===== src/rtl/spi_host.sv =====
module spi_host #(
  parameter int DW = 8
) (
  input  logic          clk,
  input  logic          rst_n,
  input  logic          sel,
  input  logic          wr,
  input  logic          rd,
  input  logic [1:0]    addr,
  input  logic [DW-1:0] wdata,
  output logic [DW-1:0] rdata,
  output logic          irq,
  input  logic          irq_ack,
  output logic          sck,
  output logic          mosi,
  input  logic          miso
);
  localparam int EW = $clog2(2*DW);
  localparam int BW = $clog2(DW);

  logic          en, cpol, cpha, dbl;
  logic [1:0]    rate;
  logic          busy, sck_r, done_f, col_f, arm_d, arm_c;
  logic [6:0]    cnt, base;
  logic [EW-1:0] ecnt;
  logic [DW-1:0] tx, rx, rbuf;

  always_comb
    case (rate)
      2'd0:    base = 7'd2;
      2'd1:    base = 7'd8;
      2'd2:    base = 7'd32;
      default: base = 7'd64;
    endcase

  wire [6:0] half      = dbl ? (base >> 1) : base;
  wire       ctrl_wr   = sel && wr && addr == 2'd0;
  wire       stat_wr   = sel && wr && addr == 2'd1;
  wire       stat_rd   = sel && rd && addr == 2'd1;
  wire       data_wr   = sel && wr && addr == 2'd2;
  wire       data_rd   = sel && rd && addr == 2'd2;
  wire       dacc      = data_wr || data_rd;
  wire       start     = data_wr && en && !busy;
  wire       collide   = data_wr && busy;
  wire       tick      = busy && en && (cnt == half - 7'd1);
  wire       samp      = tick && (ecnt[0] == cpha);
  wire       last_samp = samp && (ecnt[EW-1:1] == BW'(DW-1));
  wire       shift     = tick && (ecnt[0] != cpha) && (ecnt != '0);

  assign sck  = sck_r ^ cpol;
  assign mosi = tx[DW-1];
  assign irq  = done_f;

  always_comb
    case (addr)
      2'd0:    rdata = {en, 3'b000, cpol, cpha, rate};
      2'd1:    rdata = {done_f, col_f, 5'b00000, dbl};
      2'd2:    rdata = rbuf;
      default: rdata = '0;
    endcase

  always_ff @(posedge clk) begin
    if (!rst_n) begin
      en <= 1'b0; cpol <= 1'b0; cpha <= 1'b0; rate <= 2'd0; dbl <= 1'b0;
      busy <= 1'b0; sck_r <= 1'b0; cnt <= '0; ecnt <= '0;
      tx <= '0; rx <= '0; rbuf <= '0;
      done_f <= 1'b0; col_f <= 1'b0; arm_d <= 1'b0; arm_c <= 1'b0;
    end else begin
      if (ctrl_wr) begin
        en   <= wdata[7];
        cpol <= wdata[3];
        cpha <= wdata[2];
        rate <= wdata[1:0];
      end
      if (stat_wr) dbl <= wdata[0];

      if (start) begin
        busy  <= 1'b1;
        cnt   <= '0;
        ecnt  <= '0;
        sck_r <= 1'b0;
        tx    <= wdata;
      end else if (busy) begin
        if (!en) begin
          busy  <= 1'b0;
          sck_r <= 1'b0;
        end else if (tick) begin
          cnt   <= '0;
          sck_r <= ~sck_r;
          ecnt  <= ecnt + EW'(1);
          if (ecnt == EW'(2*DW-1)) busy <= 1'b0;
        end else begin
          cnt <= cnt + 7'd1;
        end
      end

      if (shift)     tx   <= {tx[DW-2:0], 1'b0};
      if (samp)      rx   <= {rx[DW-2:0], miso};
      if (last_samp) rbuf <= {rx[DW-2:0], miso};

      if (stat_rd) begin
        arm_d <= done_f;
        arm_c <= col_f;
      end else if (dacc) begin
        arm_d <= 1'b0;
        arm_c <= 1'b0;
      end
      if (irq_ack) arm_d <= 1'b0;

      if (last_samp)                      done_f <= 1'b1;
      else if (irq_ack || (dacc && arm_d)) done_f <= 1'b0;

      if (collide)              col_f <= 1'b1;
      else if (dacc && arm_c)   col_f <= 1'b0;
    end
  end

  a_r3_sck_idle: assert property (@(posedge clk) disable iff (!rst_n)
    !busy |-> sck == cpol);

  a_r5_sck_hold: assert property (@(posedge clk) disable iff (!rst_n)
    (busy && en && !tick && !ctrl_wr) |=> $stable(sck));

  a_r6_done_from_xfer: assert property (@(posedge clk) disable iff (!rst_n)
    $rose(done_f) |-> $past(busy));

  a_r7_collision_flag: assert property (@(posedge clk) disable iff (!rst_n)
    collide |=> col_f);

  a_r7_tx_kept: assert property (@(posedge clk) disable iff (!rst_n)
    (collide && !shift) |=> tx == $past(tx));

  a_r9_ack_clears: assert property (@(posedge clk) disable iff (!rst_n)
    (irq_ack && !last_samp) |=> !irq);

  a_r10_reserved_zero: assert property (@(posedge clk) disable iff (!rst_n)
    (addr == 2'd1) |-> rdata[5:1] == 5'd0);
endmodule


===== config.mk =====
export PLATFORM = sky130hd
export DESIGN_NAME = spi_host
export DESIGN_NICKNAME = d
export VERILOG_FILES = /design/src/rtl/spi_host.sv
export SDC_FILE = /design/constraint.sdc
export NUM_CORES = 1
export LEC_CHECK = 0
export ABC_AREA = 1
export CAP_MARGIN = 0
export CORE_UTILIZATION = 50
export CTS_BUF_LIST = sky130_fd_sc_hd__clkbuf_8 sky130_fd_sc_hd__clkbuf_16
export DETAILED_ROUTE_END_ITERATION = 6
export HOLD_SLACK_MARGIN = 0.08
export MAX_ROUTING_LAYER = met4
export PLACE_DENSITY = 0.76
export SLEW_MARGIN = 20
export SYNTH_ARGS = -nofsm -noshare
export SYNTH_HDL_FRONTEND = slang
export SYNTH_SLANG_ARGS = --single-unit

===== constraint.sdc =====
create_clock -name clk -period 1.4 [get_ports clk]
set_input_delay 0.21 -clock clk [delete_from_list [all_inputs] [get_ports clk]]
set_output_delay 0.21 -clock clk [all_outputs]
set_load 0.03 [all_outputs]

==> metrics, run 1 <==
outcome finished, violations left; failing checks design-rule violations, negative setup slack; Max-Cap Viols 0; DRT iter0 DRCs 144; die footprint 4980 um^2; Leak between 1.5 and 2 nW; slew margin rel. 62.9%; H-tree depth 2; CORE AREA about 4400 um^2; Period minus WS final about 1.6 ns; Ys Warns 0; diode count 0; Starting Density 52.9%; Multi-input gate area 1450 um^2; Ports 28; vias in the first global route 2339; Req. time, crit path approximately 1.6 ns; CP max FO 8; Reg area 933 um^2; Fillers between 300 and 400; maximum clock frequency 0.627 GHz; Syn Std Cell Area 2350 um^2; Seq/Total Area, Yosys 39.2%; Detailed Routing Iterations Pass 1 6; GR Util All Layers between 20 and 30%; Syn Inst Count roughly 340; count leader, synth nand2_1; Setup Viol. Count Final 38; final non-filler cell total around 470; asr flop ratio synth 0%; Slew @ Worst Pin 0.555 ns; Pwr Density a little under 800 nW/um^2; Worst-path clk slew about 0.10 ns; critical path's most frequent cell nand2_2; Worst path slowest cell dfxtp_4; global placer's final weighted congestion just over 0.8; drt drc 7; cts hold-fix bufs 0; largest net degree at the start of global routing 16; CP Capture Type flop; CTS Sinks 46; setup TNS -5.56 ns; via count 2400; Worst-Skew Late Latency 0.31 ns; predominant post-synthesis flop cell dfxtp_1; RSZ-0062 raised after global routing true; Die H 70.6 um; worst-case clock buffer depth 2; global route overflow 0; worst setup margin -0.196 ns; critical path launch point type flop; Final Hold Viols 0; Synth top cells by count nand2_1, nor2_1, dfxtp_1, inv_1, nand3_1; WP data arrival 1.79 ns; Cell variety after synth 34; Buf+Inv Stages, Crit Path 1; crit-path leading delay family simple AND/OR/NAND/NOR gates; HP Class input port to flop; Slew Limit Fails 0; Rows 24; layout cells sized above 1 a little under a third; area leader, netlist dfxtp_1; Synth Net Count 363; CTS tree built; root buf cell clkbuf_8; syn avg cell area 6.85 um^2; Vias/cell 5.14; area delta synth->final 41.6%; Post-Place Cells 453; Die X 70.6 um; WL final 6.40 mm; Crit Path Class flop to flop; first-pass GRT wire length 10.8 mm; routed len/inst 13.7 um; post-DP HPWL 4.12 mm; clk_skew 0.0121 ns; final total power 2.59 mW; Post-layout nets 434; Synth top area share 39.2%; count of input and output buffers 27; initial antenna violation count 0; CTS Buf Count 5; top cells by area, synth dfxtp_1, nand2_1, nor2_1; Peak VDD IR 0.544 mV; critical path cell sequence nor2_4, nand2_2, nand2_2, nand3_4, nor2_8, nand2_4, buf_4, nand2_1, a21oi_1; final worst path period share 114%; Worst path max stage delay 0.38 ns; post-synthesis register bit count 46; Post-synth EDFFs 0; ANT nets after route 0
## where the power goes
group	internal (mW)	total [mW]	switching [mW]	leakage, nW
clock	0.536	1.04	0.499	0.0585
sequential	1.31	1.32	0.0101	0.374
combinational	0.105	0.234	0.129	1.08
## layout make-up
type / count / share of cell area, %
Multi-Input combinational cell: 248 / 43.6
Clock buffer: 5 / 2.07
Sequential cell: 46 / 28.1
Inverter: 46 / 5.68
Timing Repair inverter: 1 / 0.150
Timing Repair Buffer: 66 / 17.2
Clock inverter: 3 / 1.32
Tap cell: 52 / 1.96
## layer usage
metal	track usage (%)	vias up	routed length [um]
met2	48.0	55	3240
li1	-	1234	-
met3	4.99	13	267
met4	11.8	0	120
met5	-	-	0
met1	33.8	1098	2770
## cell families (layout without fill, tap and decap cells)
group,after synthesis,after routing,synth area share (%)
AOI/OAI and AO/OA,44,44,10.1
and+or+nand+nor,191,194,37.0
xor gates and xnor gates,7,7,2.93
adders and majority gates,3,3,1.60
buffers and inverters,52,121,9.21
DFF,46,46,39.2
## registers in the layout, summed over array words and instances (netlist names)
name,count
sck_r,1
cpha,1
ecnt,4
irq,1
rx,7
cnt,7
col_f,1
arm_c,1
rate,2
dbl,1
rbuf,8
busy,1
arm_d,1
en,1
cpol,1
tx,8
## metrics by stage
step,util (%),setup WS [ns],instance area (um^2),hold WS [ns]
floorplan,-,-0.0222,2370,0.288
detailed placement,65.7,-0.382,2920,0.459
CTS,72.6,-0.124,3230,0.465
finish,74.9,-0.196,3330,0.465
global placement,65.7,-0.347,2920,0.448
global route,74.9,-0.330,3330,0.472
## worst register-to-register path, stage by stage, from the launching register on
cell and delay, ns:
dfxtp_4 0.38, nor2_4 0.17, nand2_2 0.08, nand2_2 0.09, nand3_4 0.10, nor2_8 0.23
nand2_4 0.15, buf_4 0.17, nand2_1 0.05, a21oi_1 0.06
## cells in the final DEF, fill, tap and decap left out, drive strengths merged
cell / synthesis / layout
o2111ai: 1 / 1
nor3: 3 / 3
xnor2: 1 / 1
nand2: 98 / 98
a21oi: 20 / 20
o21ai: 18 / 18
o221ai: 2 / 2
clkdlybuf4s15: 0 / 2
clkbuf: 2 / 5
dlygate4sd2: 0 / 2
dfxtp: 46 / 46
or2: 1 / 1
a31oi: 1 / 1
o22ai: 1 / 1
nand4: 4 / 6
bufinv: 0 / 1
nor2: 55 / 55
clkdlybuf4s50: 0 / 14
inv: 45 / 45
nor3b: 1 / 1
buf: 4 / 48
clkinvlp: 0 / 1
ha: 3 / 3
a211oi: 1 / 1
nor4: 1 / 1
nand3: 28 / 29
xor2: 6 / 6
clkinv: 1 / 3
## path summary, 6_finish.rpt
kind / startpoint / to / slack, ns / cells past startpoint
max: rate[0]$_SDFFE_PN0P_ / ecnt[2]$_SDFFE_PP0P_ / -0.20 / 9
min: irq_ack / arm_d$_SDFFE_PP0P_ / 0.46 / 2
max reg2reg: rate[0]$_SDFFE_PN0P_ / ecnt[2]$_SDFFE_PP0P_ / -0.20 / 9
min reg2reg: arm_d$_SDFFE_PP0P_ / arm_d$_SDFFE_PP0P_ / 0.48 / 2
## timing repair
item                       in CTS  in global routing
resized for setup              45                 25
cloned                          3                  1
buffers inserted                3                  0
setup endpoints to repair      49                 46
pin swaps                       6                  6
Note: power is estimated with default switching activity, not from simulation.
==> run 2, diff against run 1 <==
--- a/config.mk
+++ b/config.mk
@@ -12,7 +12,7 @@
 export DETAILED_ROUTE_END_ITERATION = 6
 export HOLD_SLACK_MARGIN = 0.08
 export MAX_ROUTING_LAYER = met4
-export PLACE_DENSITY = 0.76
+export PLACE_DENSITY = 0.84
 export SLEW_MARGIN = 20
 export SYNTH_ARGS = -nofsm -noshare
 export SYNTH_HDL_FRONTEND = slang
==> run 2 against run 1 <==
  * The flow still finishes with violations (design-rule violations, negative setup slack)
  * Critical path type unchanged
  * Design area is 7.6% higher
  * Via count is 19% higher
  * Global-route usage is 5.8 points higher
  * Register-to-register slack worse by 0.12 ns
  * Largest power group unchanged
  * Hold slack worse by 0.16 ns
  * First-iteration DRC count is 120% higher
  * Sequential power hardly changed
  * Die area stayed put
  * Critical path depth is 1 higher
  * Highest routed layer unchanged
  * Sequential share of layout area is 2.0 points lower
  * Largest cell class unchanged
==> metrics, run 2 (synthesis results as in run 1) <==
outcome finished, violations left; failing checks design-rule violations, negative setup slack; ANT nets after route 0; slew margin rel. 59.0%; Die H 70.6 um; worst setup margin -0.319 ns; Post-Place Cells ~450; Worst-path clk slew 0.10 ns; Crit Path Class flop to flop; largest registers rbuf x8, tx x8; Worst-Skew Late Latency 0.32 ns; Slew @ Worst Pin 0.614 ns; maximum clock frequency between 0.5 and 0.6 GHz; largest net degree at the start of global routing 17; FF-to-FF path depth 10; vias in the first global route 2738; Post-layout nets 438; post-DP HPWL 4.17 mm; CTS Sinks 46; leading cell type in the layout, fill and taps excluded nand2_1; Period minus WS final about 1.7 ns; Die X 70.6 um; CP max FO 7; WP data arrival 1.96 ns; critical path launch point type flop; H-tree depth 2; via count 2860; Setup Viol. Count Final 39; count of input and output buffers 27; CORE AREA 4440 um^2; DRT iter0 DRCs 317; CTS tree built; clk_skew 0.0170 ns; diode count 0; Final Hold Viols 0; commonest non-fill, non-tap cells in the layout nand2_1, dfxtp_1, nor2_1; CTS Buf Count 5; GR Util All Layers 34.3%; pre-CTS WS -0.394 ns; HP Class input port to flop; Final Cell Area around 3600 um^2; Detailed Routing Iterations Pass 1 7; Peak VDD IR around 0.76 mV; drt drc 8; layout cells sized above 1 about two fifths; Starting Density 52.9%; first-pass GRT wire length 12.7 mm; Slew Limit Fails 0; root buf cell clkbuf_8; area delta synth->final 52.3%; Req. time, crit path 1.64 ns; Ports 28; die footprint 4980 um^2; worst-case clock buffer depth 2; RSZ-0062 raised after global routing true; final non-filler cell total 471; Pwr Density 692 nW/um^2; cts hold-fix bufs 0; initial antenna violation count 0; dpl cell area approximately 2900 um^2; Rows 24; Vias/cell 6.07; Leak 1.54 nW; final total power 2.48 mW; fin util 80.5%; Max-Cap Viols 0; routed len/inst ~19 um; WL final 9.08 mm; Hold Path Depth 6; CP Capture Type flop; global route overflow 0; global placer's final weighted congestion approximately 0.90; final worst path period share 123%
run 2: report_power, final:
group          switching (mW)  leakage (nW)  internal (mW)
registers              0.0126         0.374           1.31
logic                   0.152          1.13          0.107
clock network           0.535        0.0408          0.358
total                   0.699          1.54           1.78
run 2: critical path, stage by stage (launching register included):
cell and delay, ns:
dfxtp_4 0.40, nor2_4 0.16, nand2_2 0.09, nand2_4 0.09, nand3_4 0.10, nor2_8 0.16, buf_6 0.16, nand2_8 0.10
clkinv_8 0.10, nand3_4 0.07, a21oi_2 0.20
run 2: through the flow:
stage | hold WS, ns | setup TNS [ns]
6_report | 0.303 | -7.93
3_3_place_gp | 0.447 | -10.02
5_1_grt | 0.344 | -10.44
4_1_cts | 0.343 | -2.50
2_1_floorplan | 0.288 | -0.135
3_5_place_dp | 0.461 | -11.78
run 2: layout make-up:
| cell class | instances | area [um^2] |
|---|---|---|
| clock buffer | 5 | 68.8 |
| clock inverter | 3 | 23.8 |
| fill | 241 | 865 |
| inverter | 46 | 196 |
| multi-input combinational | 249 | 1650 |
| sequential | 46 | 933 |
| tap | 52 | 65.1 |
| timing repair buffer | 69 | 627 |
| timing repair inverter | 1 | 16.3 |
run 2: timing repair:
| action | 4_1_cts | 5_1_grt |
|---|---|---|
| pin swaps | 9 | 25 |
| cloned | 4 | 1 |
| endpoints found under the setup margin | 46 | 51 |
| setup buffers | 7 | 2 |
| hold endpoints to repair | 0 | 0 |
| gates resized for setup | 67 | 61 |
run 2: layer usage:
layer  share of wire [%]  vias up  track usage (%)  wire length (um)
li1                    -     1250                -                 -
met1                  36     1334             35.7              3310
met2                  48      196             58.0              4320
met3                 8.3       80             7.83               754
met4                 7.6        0             23.3               693
met5                   0        -                -                 0
run 2: path summary, 6_finish.rpt:
kind,start,end,slack (ns)
worst max register to register,rate[1]$_SDFFE_PN0P_,rx[0]$_SDFFE_PN0P_,-0.32
worst min register to register,tx[2]$_SDFFE_PN0P_,tx[3]$_SDFFE_PN0P_,0.47
worst min-delay path,addr[1],arm_d$_SDFFE_PP0P_,0.30
worst max-delay path,rate[1]$_SDFFE_PN0P_,rx[0]$_SDFFE_PN0P_,-0.32
